<file path="src/rtl/hold_pkg.sv">
package hold_pkg;
  typedef enum logic [2:0] {
    A_DIR  = 3'd0,
    A_OUT  = 3'd1,
    A_PEN  = 3'd2,
    A_DS   = 3'd3,
    A_IES  = 3'd4,
    A_IE   = 3'd5,
    A_FLAG = 3'd6,
    A_LOCK = 3'd7
  } reg_addr_e;

  localparam int unsigned CFG_REGS = 6;
  localparam int unsigned PAD_FIELDS = 5;
  localparam int unsigned F_OE = 0;
  localparam int unsigned F_DO = 1;
  localparam int unsigned F_PEN = 2;
  localparam int unsigned F_PUP = 3;
  localparam int unsigned F_DRV = 4;
endpackage

</file>
<file path="src/rtl/hold_cfg_regs.sv">
module hold_cfg_regs
  import hold_pkg::*;
#(
  parameter int unsigned N = 8
) (
  input  logic                 clk,
  input  logic                 rst_n,
  input  logic                 wr_en,
  input  logic [2:0]           wr_addr,
  input  logic [N-1:0]         wr_data,
  output logic [CFG_REGS-1:0][N-1:0] cfg_q
);
  for (genvar g = 0; g < CFG_REGS; g++) begin : g_reg
    logic hit;
    assign hit = wr_en && (wr_addr == 3'(g));
    always_ff @(posedge clk or negedge rst_n) begin
      if (!rst_n)   cfg_q[g] <= '0;
      else if (hit) cfg_q[g] <= wr_data;
    end
  end
endmodule

</file>
<file path="src/rtl/hold_latch.sv">
module hold_latch
  import hold_pkg::*;
#(
  parameter int unsigned N = 8
) (
  input  logic                          clk,
  input  logic                          por_n,
  input  logic                          sleep_enter,
  input  logic                          lock_clr,
  input  logic [PAD_FIELDS-1:0][N-1:0]  live,
  output logic [PAD_FIELDS-1:0][N-1:0]  pads,
  output logic                          lock_q
);
  logic [PAD_FIELDS-1:0][N-1:0] held_q;
  logic capture_ev;
  logic release_ev;

  assign capture_ev = sleep_enter && !lock_q;
  assign release_ev = lock_clr && !sleep_enter;

  always_ff @(posedge clk or negedge por_n) begin
    if (!por_n) begin
      lock_q <= 1'b0;
      held_q <= '0;
    end else begin
      if (capture_ev) held_q <= live;
      if (sleep_enter)     lock_q <= 1'b1;
      else if (release_ev) lock_q <= 1'b0;
    end
  end

  assign pads = lock_q ? held_q : live;

  // entry sets the lock
  a_r3_lock_on_entry: assert property (@(posedge clk) disable iff (!por_n)
    sleep_enter |=> lock_q);
  // retained copy is frozen while locked
  a_r4_held_frozen: assert property (@(posedge clk) disable iff (!por_n)
    lock_q |=> $stable(held_q));
  // clear write without entry releases
  a_r6_release: assert property (@(posedge clk) disable iff (!por_n)
    release_ev |=> !lock_q);
  // lock only rises on an entry event
  a_r6_rise_only_entry: assert property (@(posedge clk) disable iff (!por_n)
    $rose(lock_q) |-> $past(sleep_enter));
endmodule

</file>
<file path="src/rtl/hold_flags.sv">
module hold_flags #(
  parameter int unsigned N = 8
) (
  input  logic         clk,
  input  logic         por_n,
  input  logic [N-1:0] pad_in,
  input  logic [N-1:0] ies,
  input  logic [N-1:0] ie,
  input  logic         locked,
  input  logic         sleep_enter,
  input  logic         flag_wr,
  input  logic [N-1:0] wr_data,
  output logic [N-1:0] flags_q,
  output logic         wake_q
);
  function automatic logic [N-1:0] edge_hits(input logic [N-1:0] cur,
                                             input logic [N-1:0] prev,
                                             input logic [N-1:0] sel);
    return (~sel & cur & ~prev) | (sel & ~cur & prev);
  endfunction

  function automatic logic [N-1:0] flag_write(input logic [N-1:0] old,
                                              input logic [N-1:0] data,
                                              input logic lk);
    return lk ? (old | data) : data;
  endfunction

  logic [N-1:0] prev_q;
  logic [N-1:0] hits;
  logic [N-1:0] flags_d;
  logic         asleep_q;
  logic         wake_ev;

  assign hits    = edge_hits(pad_in, prev_q, ies);
  assign flags_d = (flag_wr ? flag_write(flags_q, wr_data, locked) : flags_q) | hits;
  assign wake_ev = asleep_q && |(hits & ie);

  always_ff @(posedge clk or negedge por_n) begin
    if (!por_n) begin
      prev_q   <= '0;
      flags_q  <= '0;
      asleep_q <= 1'b0;
      wake_q   <= 1'b0;
    end else begin
      prev_q  <= pad_in;
      flags_q <= flags_d;
      wake_q  <= wake_ev;
      if (wake_ev)          asleep_q <= 1'b0;
      else if (sleep_enter) asleep_q <= 1'b1;
    end
  end

  // no flag bit falls while locked
  a_r8_no_clear_locked: assert property (@(posedge clk) disable iff (!por_n)
    locked |=> ((flags_q & $past(flags_q)) == $past(flags_q)));
  // wake only out of sleep
  a_r9_wake_from_sleep: assert property (@(posedge clk) disable iff (!por_n)
    wake_q |-> $past(asleep_q));
  // wake request lasts one cycle
  a_r9_wake_pulse: assert property (@(posedge clk) disable iff (!por_n)
    wake_q |=> !wake_q);
endmodule

</file>
<file path="src/rtl/pad_hold_lock.sv">
module pad_hold_lock
  import hold_pkg::*;
#(
  parameter int unsigned N = 8
) (
  input  logic         clk,
  input  logic         por_n,
  input  logic         rst_n,
  input  logic         sleep_enter,
  input  logic         wr_en,
  input  logic [2:0]   wr_addr,
  input  logic [N-1:0] wr_data,
  input  logic [N-1:0] pad_in,
  output logic [N-1:0] pad_oe,
  output logic [N-1:0] pad_do,
  output logic [N-1:0] pad_pull_en,
  output logic [N-1:0] pad_pull_up,
  output logic [N-1:0] pad_drive,
  output logic         lock_active,
  output logic [N-1:0] irq_flags,
  output logic         wake_req
);
  logic [CFG_REGS-1:0][N-1:0]   cfg_q;
  logic [PAD_FIELDS-1:0][N-1:0] live;
  logic [PAD_FIELDS-1:0][N-1:0] pads;
  logic lock_clr;
  logic flag_wr;

  assign lock_clr = wr_en && (wr_addr == A_LOCK) && !wr_data[0];
  assign flag_wr  = wr_en && (wr_addr == A_FLAG);

  hold_cfg_regs #(.N(N)) u_regs (
    .clk(clk), .rst_n(rst_n), .wr_en(wr_en), .wr_addr(wr_addr),
    .wr_data(wr_data), .cfg_q(cfg_q)
  );

  assign live[F_OE]  = cfg_q[A_DIR];
  assign live[F_DO]  = cfg_q[A_OUT];
  assign live[F_PEN] = cfg_q[A_PEN] & ~cfg_q[A_DIR];
  assign live[F_PUP] = cfg_q[A_OUT];
  assign live[F_DRV] = cfg_q[A_DS];

  hold_latch #(.N(N)) u_latch (
    .clk(clk), .por_n(por_n), .sleep_enter(sleep_enter), .lock_clr(lock_clr),
    .live(live), .pads(pads), .lock_q(lock_active)
  );

  hold_flags #(.N(N)) u_flags (
    .clk(clk), .por_n(por_n), .pad_in(pad_in), .ies(cfg_q[A_IES]),
    .ie(cfg_q[A_IE]), .locked(lock_active), .sleep_enter(sleep_enter),
    .flag_wr(flag_wr), .wr_data(wr_data), .flags_q(irq_flags), .wake_q(wake_req)
  );

  assign pad_oe      = pads[F_OE];
  assign pad_do      = pads[F_DO];
  assign pad_pull_en = pads[F_PEN];
  assign pad_pull_up = pads[F_PUP];
  assign pad_drive   = pads[F_DRV];

  // pads do not move across a wake-up reset while locked
  a_r5_pads_survive_reset: assert property (@(posedge clk) disable iff (!por_n)
    (lock_active && $past(lock_active)) |-> ($stable(pad_oe) && $stable(pad_do)
      && $stable(pad_pull_en) && $stable(pad_drive)));
endmodule

</file>
<file path="config.mk">
export PLATFORM = sky130hd
export DESIGN_NAME = pad_hold_lock
export DESIGN_NICKNAME = d
export VERILOG_FILES = /design/src/rtl/hold_pkg.sv /design/src/rtl/hold_cfg_regs.sv /design/src/rtl/hold_latch.sv /design/src/rtl/hold_flags.sv /design/src/rtl/pad_hold_lock.sv
export SDC_FILE = /design/constraint.sdc
export NUM_CORES = 1
export LEC_CHECK = 0
export BUFFER_PORTS_ARGS = -buffer_cell sky130_fd_sc_hd__buf_2
export CORE_ASPECT_RATIO = 0.7
export CORE_MARGIN = 4
export CORE_UTILIZATION = 50
export DETAILED_ROUTE_END_ITERATION = 10
export PLACE_DENSITY = 0.81
export SLEW_MARGIN = 5
export SYNTH_ARGS = -nofsm -noshare
export SYNTH_HDL_FRONTEND = slang
export SYNTH_SLANG_ARGS = --single-unit
</file>
<file path="constraint.sdc">
create_clock -name clk -period 1.9 [get_ports clk]
set_clock_uncertainty 0.2 [all_clocks]
set_input_delay 0.19 -clock clk [delete_from_list [all_inputs] [get_ports clk]]
set_output_delay 0.19 -clock clk [all_outputs]
set_load 0.02 [all_outputs]
</file>
==> metrics.yaml <==
outcome: "complete, but fails checks"
failed_checks: "setup timing"
start_util_pct: 51.4
areaGrowthSynthToFinish_pct: 22.8
dp_hpwl_um: 6590
antenna_found_initial: 0
synth_most_common_cell: "dfrtp_1"
synthFlopType: "dfrtp_1"
clock_latency_ns: 0.34
grtUsageMet2_pct: 31.5
endpoint_kind: "primary output"
holdPathEnd: "u_regs.cfg_q[17]$_DFFE_PN0P_"
overflow: 0
synth_area_um2: 4360
gp_congestion: 0.807
ys_types: 32
post_drt_wl_per_cell_um: 18.2
slew_violations: 0
synthTopCellsByCount: "99 x dfrtp_1, 96 x mux2_2, 24 x o21ai_0"
fin_ws_ns: -0.0569
syn_area_per_cell_um2: 13.4
path_clk_slew_ns: 0.06
rsz0062_at_grt: "yes"
fin_crit_sh_pct: 103
r2r-start: "u_regs.cfg_q[35]$_DFFE_PN0P_"
cts_sinks: 99
ys_seq_area_share_pct: 56.8
relSlewSlack_pct: 53.2
powerDensity_nw_per_um2: 1130
fmax_mhz: 511
via_per_inst: 5.49
vias: 2963
power_mw: 6.03
drt-total-wl_um: 9850
ir_drop_mv: 0.815
crit_required_ns: 1.51
fp.dieH_um: 86.1
cts_buffers: 9
yosys.area.top_type: "dfrtp_1"
grt_pass1_wl_um: 16000
whs_ns: 0.0184
nFillCells: 659
diodes: 0
drcViolationCount: 0
start_kind: "register"
period_minus_slack_ns: 1.96
synth_edf_count: 0
cts_root_buf: "clkbuf_16"
dpl_worst_slack_ns: 0.137
synthCells: 326
rows: 28
cp.arrival_ns: 1.57
nNetsFinal: 440
r2r_cells: 4
dp_cells: 511
yosysTopAreaCellShare_pct: 56.8
hold_start: "wr_data[1]"
fp.coreArea_um2: 8480
r2r_end: "u_flags.asleep_q$_DFFE_PN0P_"
worst-setup-path-type: "register to primary output"
worstMarginPinSlew_ns: 0.699
cts_tree: "done"
fp.dieW_um: 120
cap_violations: 0
grt-busiest-layer: "met2"
syn_nets: 350
synth_area_leaders: "dfrtp_1 57%, mux2_2 25%, nand2b_1 2.9%"
p_leak_nw: 2.48
drive_gt1_share_pct: 48.8
setup_viol: 26
setup_tns_ns: -0.692
grt_pass1_vias: 3085
grt_max_degree: 52
grtUsageTotal_pct: 20.5
h-tree-depth: 3
clockBufferDepth: 2
synth_seq_cells: 99
crit_fanout: 20
async_reset_ff_share_pct: 100
hold-path-cell-count: 2
boundaryPins: 74
yosys_warnings: 0
die_area_um2: 10300
reg2reg_setup_slack_ns: 0.12
hold_viol: 0
final_cells: 540
portBuffers: 73
hp-class: "primary input to register"
route.antenna.remaining_nets: 0
dr.first_iter.drc_count: 132
dr.pass1.iters: 4
grtUsageMet3_pct: 6.79
use_met1_pct: 27.4
flip-flops by register name (all words and copies together), names as in the netlist:
name and flops:
u_regs.cfg_q 48, u_latch.held_q 32, u_flags.flags_q 8, u_flags.prev_q 8, u_flags.asleep_q 1, u_flags.wake_q 1
u_latch.lock_q 1
power breakdown:
part | internal (mW) | switching, mW
Clock | 0.910 | 0.728
Combinational | 0.758 | 0.799
Sequential | 2.55 | 0.280
Total | 4.22 | 1.81
worst max path at each step:
stage	startpoint	to	slack (ns)	depth (start not counted)
after global routing	u_latch.lock_q$_DFFE_PN0P_	pad_do[7]	-0.1	3
final	u_latch.lock_q$_DFFE_PN0P_	pad_pull_up[5]	-0.06	3
after global placement	u_regs.cfg_q[35]$_DFFE_PN0P_	u_flags.asleep_q$_DFFE_PN0P_	0.19	4
after CTS	u_latch.lock_q$_DFFE_PN0P_	pad_do[5]	-0.06	3
after detailed placement	u_regs.cfg_q[35]$_DFFE_PN0P_	u_flags.asleep_q$_DFFE_PN0P_	0.14	4
after floorplan	u_latch.lock_q$_DFFE_PN0P_	pad_pull_up[0]	0.07	4
area by class of cell:
type / count / area (µm²) / area share, %
multi-input combinational: 204 / 1780 / 33.2
inverter: 3 / 11.3 / 0.210
tap: 120 / 150 / 2.81
sequential: 99 / 2480 / 46.3
clock buffer: 12 / 246 / 4.61
clock inverter: 3 / 15.0 / 0.281
timing repair buffer: 99 / 672 / 12.6
per-stage QoR:
| step | utilization [%] | area, µm² |
|---|---|---|
| after floorplan | - | 4360 |
| after global placement | 57.7 | 4890 |
| after detailed placement | 57.7 | 4890 |
| after CTS | 62.6 | 5310 |
| after global routing | 63.1 | 5350 |
| final | 63.1 | 5350 |
critical path: stages (launching register included):
cell and delay, ns:
dfrtp_2 0.46, buf_12 0.20, mux2_2 0.38, buf_2 0.17
cell usage in the layout (no fill, tap or decap), drive strengths merged, types with 3 or more instances in the layout:
cell         synthesis  routed
nand3b               4       4
dlygate4sd3          0      12
buf                 16      87
o21ai               24      24
nand2               22      22
clkbuf               4      12
nand4b               3       3
nor2b                3       3
a21oi                4       4
nor3b                3       3
clkinv               0       3
dfrtp               99      99
mux2                96      96
nand2b              20      20
a221o                8       8
nor2                 3       3
inv                  3       3
layer usage:
metal | part of all wire (%) | up-vias | wire length (µm)
li1 | - | 1346 | -
met5 | 0 | - | 0
met2 | 47 | 95 | 4630
met3 | 6.0 | 12 | 587
met4 | 1.4 | 0 | 136
met1 | 46 | 1510 | 4490
cell families (layout without fill, tap and decap cells):
family | Yosys count | in the layout | share of synthesized area (%)
mux | 96 | 96 | 24.8
flops | 99 | 99 | 56.8
buf+inv | 23 | 117 | 2.84
simple gates | 65 | 65 | 9.01
compound gates | 43 | 43 | 6.52
what timing repair did:
| action | CTS | global route |
|---|---|---|
| endpoints found under the hold margin | 82 | 0 |
| resized for setup | 4 | 13 |
| hold buffers | 12 | 0 |
| setup endpoints to repair | 33 | 34 |
| setup buffers | 1 | 0 |
| cloned | 1 | 0 |
No activity file was read; power rests on OpenSTA's default activity.
